## src/rtl/pfw_pkg.sv

```systemverilog
package pfw_pkg;
    typedef enum logic [1:0] {
        PS_BACKUP  = 2'd0,
        PS_GUARD   = 2'd1,
        PS_HOLDOFF = 2'd2,
        PS_ACTIVE  = 2'd3
    } pfw_state_e;

    localparam int NFLAG  = 4;
    localparam int FL_SWO  = 0;
    localparam int FL_TRIP = 1;
    localparam int FL_FULL = 2;
    localparam int FL_SEAL = 3;
endpackage

```

## src/rtl/pfw_flag_filter.sv

```systemverilog
module pfw_flag_filter #(
    parameter int FILT_LEN = 8
) (
    input  logic clk,
    input  logic rst_n,
    input  logic raw,
    output logic filt
);
    localparam int FW = (FILT_LEN > 1) ? $clog2(FILT_LEN) : 1;

    logic          s1, s2;
    logic [FW-1:0] cnt;

    always_ff @(posedge clk or negedge rst_n) begin
        if (!rst_n) begin
            s1   <= 1'b0;
            s2   <= 1'b0;
            filt <= 1'b0;
            cnt  <= '0;
        end else begin
            s1 <= raw;
            s2 <= s1;
            if (s2 == filt) begin
                cnt <= '0;
            end else if (cnt == FW'(FILT_LEN - 1)) begin
                filt <= s2;
                cnt  <= '0;
            end else begin
                cnt <= cnt + 1'b1;
            end
        end
    end

    AST_FILT_FOLLOWS_SYNC: assert property (@(posedge clk) disable iff (!rst_n)
        !$stable(filt) |-> (filt == $past(s2)));
endmodule

```

## src/rtl/pfw_holdoff.sv

```systemverilog
module pfw_holdoff #(
    parameter int REC_CYC = 100000
) (
    input  logic clk,
    input  logic rst_n,
    input  logic run,
    output logic done
);
    localparam int CW = $clog2(REC_CYC + 1);

    logic [CW-1:0] cnt;

    assign done = run && (cnt == CW'(REC_CYC - 1));

    always_ff @(posedge clk or negedge rst_n) begin
        if (!rst_n)      cnt <= '0;
        else if (!run)   cnt <= '0;
        else if (!done)  cnt <= cnt + 1'b1;
    end

    AST_NO_OVERFLOW: assert property (@(posedge clk) disable iff (!rst_n)
        cnt <= CW'(REC_CYC - 1));
endmodule

```

## src/rtl/pfw_seal.sv

```systemverilog
module pfw_seal (
    input  logic clk,
    input  logic rst_n,
    input  logic seal_rst,
    input  logic seal_lvl,
    output logic armed
);
    // No rst_n term: the arm bit must survive ordinary resets.
    always_ff @(posedge clk) begin
        if (seal_rst)      armed <= 1'b0;
        else if (seal_lvl) armed <= 1'b1;
    end

    AST_ARM_STICKY: assert property (@(posedge clk) disable iff (!rst_n)
        $fell(armed) |-> $past(seal_rst));
endmodule

```

## src/rtl/pfw_seq.sv

```systemverilog
module pfw_seq
    import pfw_pkg::*;
#(
    parameter int FILT_LEN   = 8,
    parameter int CLK_HZ     = 50_000_000,
    parameter int HOLDOFF_US = 2000
) (
    input  logic clk,
    input  logic rst_n,
    input  logic seal_rst,
    input  logic cmp_swo,
    input  logic cmp_trip,
    input  logic cmp_full,
    input  logic cmp_seal,
    output logic acc_en,
    output logic wr_prot,
    output logic dout_hiz,
    output logic bat_sel,
    output logic bat_armed
);
    localparam int REC_CYC = (CLK_HZ / 1_000_000) * HOLDOFF_US;

    logic [NFLAG-1:0] raw_v, lvl_v;
    pfw_state_e       st, st_nx;
    logic             hold_done;

    assign raw_v = {cmp_seal, cmp_full, cmp_trip, cmp_swo};

    for (genvar gi = 0; gi < NFLAG; gi++) begin : g_flt
        pfw_flag_filter #(.FILT_LEN(FILT_LEN)) u_flt (
            .clk  (clk),
            .rst_n(rst_n),
            .raw  (raw_v[gi]),
            .filt (lvl_v[gi])
        );
    end

    pfw_holdoff #(.REC_CYC(REC_CYC)) u_hold (
        .clk  (clk),
        .rst_n(rst_n),
        .run  (st == PS_HOLDOFF),
        .done (hold_done)
    );

    pfw_seal u_seal (
        .clk     (clk),
        .rst_n   (rst_n),
        .seal_rst(seal_rst),
        .seal_lvl(lvl_v[FL_SEAL]),
        .armed   (bat_armed)
    );

    always_comb begin
        st_nx = st;
        if (!lvl_v[FL_SWO]) begin
            st_nx = PS_BACKUP;
        end else begin
            unique case (st)
                PS_BACKUP:  st_nx = PS_GUARD;
                PS_GUARD:   if (lvl_v[FL_FULL]) st_nx = PS_HOLDOFF;
                PS_HOLDOFF: begin
                    if (!lvl_v[FL_FULL] || !lvl_v[FL_TRIP]) st_nx = PS_GUARD;
                    else if (hold_done)                      st_nx = PS_ACTIVE;
                end
                PS_ACTIVE:  if (!lvl_v[FL_TRIP]) st_nx = PS_GUARD;
            endcase
        end
    end

    always_ff @(posedge clk or negedge rst_n) begin
        if (!rst_n) st <= PS_BACKUP;
        else        st <= st_nx;
    end

    always_comb begin
        unique case (st)
            PS_ACTIVE: begin
                acc_en   = 1'b1;
                wr_prot  = 1'b0;
                dout_hiz = 1'b0;
                bat_sel  = 1'b0;
            end
            PS_BACKUP: begin
                acc_en   = 1'b0;
                wr_prot  = 1'b1;
                dout_hiz = 1'b1;
                bat_sel  = bat_armed;
            end
            default: begin
                acc_en   = 1'b0;
                wr_prot  = 1'b1;
                dout_hiz = 1'b1;
                bat_sel  = 1'b0;
            end
        endcase
    end

    AST_TRIP_BLOCKS: assert property (@(posedge clk) disable iff (!rst_n)
        !lvl_v[FL_TRIP] |=> !acc_en);
    AST_ACC_NEEDS_FULL: assert property (@(posedge clk) disable iff (!rst_n)
        $rose(acc_en) |-> $past(lvl_v[FL_FULL]));
    AST_BAT_NEEDS_ARM: assert property (@(posedge clk) disable iff (!rst_n)
        bat_sel |-> bat_armed);
    AST_BAT_ON_LOSS: assert property (@(posedge clk) disable iff (!rst_n)
        $rose(bat_sel) |-> ($past(!lvl_v[FL_SWO]) || $past(st == PS_BACKUP)));
endmodule

```

## config.mk

```make
export PLATFORM = sky130hd
export DESIGN_NAME = pfw_seq
export DESIGN_NICKNAME = d
export VERILOG_FILES = /design/src/rtl/pfw_pkg.sv /design/src/rtl/pfw_flag_filter.sv /design/src/rtl/pfw_holdoff.sv /design/src/rtl/pfw_seal.sv /design/src/rtl/pfw_seq.sv
export SDC_FILE = /design/constraint.sdc
export NUM_CORES = 1
export LEC_CHECK = 0
export BUFFER_PORTS_ARGS = -buffer_cell sky130_fd_sc_hd__buf_2
export CELL_PAD_IN_SITES_DETAIL_PLACEMENT = 0
export CELL_PAD_IN_SITES_GLOBAL_PLACEMENT = 1
export CORE_MARGIN = 4
export CORE_UTILIZATION = 48
export CTS_CLUSTER_SIZE = 24
export DETAILED_ROUTE_END_ITERATION = 10
export GPL_ROUTABILITY_DRIVEN = 0
export PLACE_DENSITY = 0.75
export SYNTH_ARGS = -nofsm -noshare
export SYNTH_HDL_FRONTEND = slang
export SYNTH_SLANG_ARGS = --single-unit
```

## constraint.sdc

```tcl
create_clock -name clk -period 2.2 [get_ports clk]
set_clock_uncertainty 0.05 [all_clocks]
set_input_delay 0 -clock clk [delete_from_list [all_inputs] [get_ports clk]]
set_output_delay 0 -clock clk [all_outputs]
set_load 0.05 [all_outputs]
```

==> key figures <==
STA
  – Fmax: 0.544 GHz
  – Relative slew slack: 38.1%
  – Tmin final: 1.84 ns
  – Tightest Pin Transition: 0.929 ns
  – Final TNS setup: 0 ns
  – Post-route clock period utilization: 83.6%
  – Fin Hold WS: 0.286 ns
  – Final slew viol count: 0
  – Final Hold Vio Count: 0
  – # setup viols final: 0
  – RSZ-0062 raised after global routing: no

Logic synthesis
  – Async SR Flop Fraction: 97.7%
  – Synth area leaders: dfrtp_1, ha_1, xnor2_1
  – Cell Area, Synth: 1990 um2
  – Yosys reg bits: 44
  – Cell variety after synth: 35
  – Number of synthesized flops with an enable pin: 0
  – Seq/Total Area, Yosys: 55.1%
  – Synth top area share: 54.1%
  – Gate Count Post-Synth: 174
  – Commonest cells post-synth: dfrtp_1, ha_1, inv_1, nand2_1, nor2_1
  – Count of warnings emitted by yosys: 0
  – Post-synth top flop: dfrtp_1
  – Most frequent cell after synthesis: dfrtp_1
  – Net Count, Synth: 195
  – Leading area contributor after synthesis: dfrtp_1
  – Post-Syn Area per Cell: 11.4 um2

Clock network
  – CTS tree: built
  – Inserted Clock Buffers: 5
  – CTS Root Cell: clkbuf_8
  – CTS H-tree lvls: 2
  – Worst-path clk slew: 0.09 ns
  – Clock insertion delay at the later pin of the skew report: 0.29 ns
  – Clock Path Buffers: 2
  – Num Clock Sinks: 44
  – Post-CTS Setup Bufs: 0
  – CTS resizes: 0
  – Hold buffer count at cts: 6

Power
  – Pleak: 1.01 nW
  – VDD IR max: 0.000488 V
  – P per Cell Area: 924 nW/um2

Min path
  – Worst min path class: input pin to flop

Critical path
  – Worst path depth: 5
  – Most frequent CP cell: and4_1
  – CP arrival: 2.00 ns
  – R2R Setup Slk: 0.36 ns
  – Slowest stage delay, CP: 0.42 ns
  – CP Launch Point: u_hold.cnt[0]
  – Worst Path Buf+Inv: 0
  – FF-to-FF path depth: 5
  – CP required: 2.36 ns
  – Crit start category: flop
  – Slowest CP cell: or4_1
  – CP delay by family, top: simple AND/OR/NAND/NOR gates
  – CP Max Fanout: 9
  – Critical path, cell by cell: ha_1, and4_1, and4_1, or4_1, a21oi_1
  – Reg-to-Reg Start: u_hold.cnt[0]
  – WS Path Type: flop to flop
  – Crit end category: flop
  – Crit path to: u_hold.cnt[5]
  – R2r endpoint: u_hold.cnt[5]

Placed design
  – Hpwl dp: 2280 um
  – Port bufs: 11
  – Placed cells: 232
  – Post-place instance area: 2090 um2

Detailed routing
  – Final wirelength: 3280 um
  – Drt pass-1 iters: 4
  – Post-detailed-route wirelength per cell: 13.3 um
  – Vias per cell: 5.39
  – Vias: 1,327
  – Detailed Route Iter0 Violations: 50
  – Final ANT Viol Nets: 0
  – DRC errors left: 0

Final layout
  – Synth-to-Final Area Change: 14.7%
  – Fin area: 2280 um2
  – # diodes: 0
  – Final Non-Filler Cells: 246
  – Post-layout util: 57.0%
  – Nets: 216
  – Share of layout cells above drive strength 1: 11.7%

Floorplanning
  – Core area: 4000 um2
  – Initial Utilization: 49.7%
  – Die X-Extent: 72.4 um
  – IO Count: 12
  – Die Ht: 72.4 um
  – FP Rows: 23
  – Die ar.: 5240 um2

Flow run
  – Max cap viols: 0

GRT
  – Total GRT Usage: 14.4%
  – First-pass GRT wire length: 5880 um
  – Largest net degree at the start of global routing: 44
  – Initial antenna violation count: 0
  – Vias in the first global route: 1,334
  – GR Overflow Total: 0

Status
  – Status: finished, final reports clean
==> layout by cell type (no fill, tap or decap), types with 2 or more instances in the layout <==
cell	n
nor4_1	3
nor3b_1	4
nor2_1	11
mux2i_1	4
clkbuf_8	5
and2_1	5
nand2b_1	3
or3_1	3
xnor2_1	8
ha_1	14
dlygate4sd3_1	6
nand3_1	5
and4_1	2
o21ai_0	7
bufinv_16	2
xor2_1	4
mux2_2	3
dfrtp_1	43
nor3_1	6
nand2_1	11
a21oi_1	5
nor2b_1	2
o31ai_1	2
buf_2	11
inv_1	11
nand4_1	3
nor4b_1	3
==> cells by family (layout without fill, tap and decap cells) <==
family                   after synthesis  after routing  synth area share (%)
XOR/XNOR                              12             12                  5.28
buffers and inverters                 15             37                  3.40
flip-flops                            44             44                  55.1
multiplexers                           7              7                  3.71
AO/OA/AOI/OAI                         18             18                  5.66
adder cells (fa/ha/maj)               14             14                  8.81
AND/OR/NAND/NOR                       64             64                  18.1
==> report_power, final <==
part	switching, W	internal [W]	total, W
Sequential	0.0000834	0.000944	0.00103
Clock	0.000265	0.000454	0.000718
Combinational	0.000197	0.000166	0.000363
Total	0.000545	0.00156	0.00211
==> worst min-delay path by stage <==
| stage | startpoint | end | slack [ns] | cells past startpoint |
|---|---|---|---|---|
| 2_1_floorplan | rst_n | g_flt[0].u_flt.cnt[0] | -0.35 | 0 |
| 3_3_place_gp | cmp_seal | g_flt[3].u_flt.s1 | 0.06 | 1 |
| 3_5_place_dp | cmp_full | g_flt[2].u_flt.s1 | 0.06 | 1 |
| 4_1_cts | cmp_seal | g_flt[3].u_flt.s1 | 0.29 | 2 |
| 5_1_grt | cmp_full | g_flt[2].u_flt.s1 | 0.27 | 2 |
| 6_report | cmp_full | g_flt[2].u_flt.s1 | 0.29 | 2 |
==> state kept, by name, indices dropped and copies added (netlist names) <==
register          cells
u_hold.cnt           17
g_flt.u_flt.cnt      12
g_flt.u_flt.filt      4
g_flt.u_flt.s1        4
g_flt.u_flt.s2        4
st                    2
u_seal.armed          1
==> metrics by stage <==
step	setup WS [ns]	power [W]
finish	0.361	0.00211
global route	0.196	0.00225
CTS	0.357	0.00214
detailed placement	0.385	0.00141
global placement	0.432	0.00137
floorplan	0.448	0.00130
==> cell type report <==
cell class              count  area, um2
clock inverters             2       60.1
well taps                  50       62.6
inverters                  11       41.3
multi-input cells         115        826
flip-flops and latches     44       1100
fillers                   336       1720
repair buffers             18        123
clock buffers               6       72.6
==> routing by layer <==
metal	routed length, um	global-route usage (%)
met3	116	3.32
met1	1600	19.4
met4	42	4.71
met2	1520	23.2
met5	0	0
No activity file was read; power rests on OpenSTA's default activity.
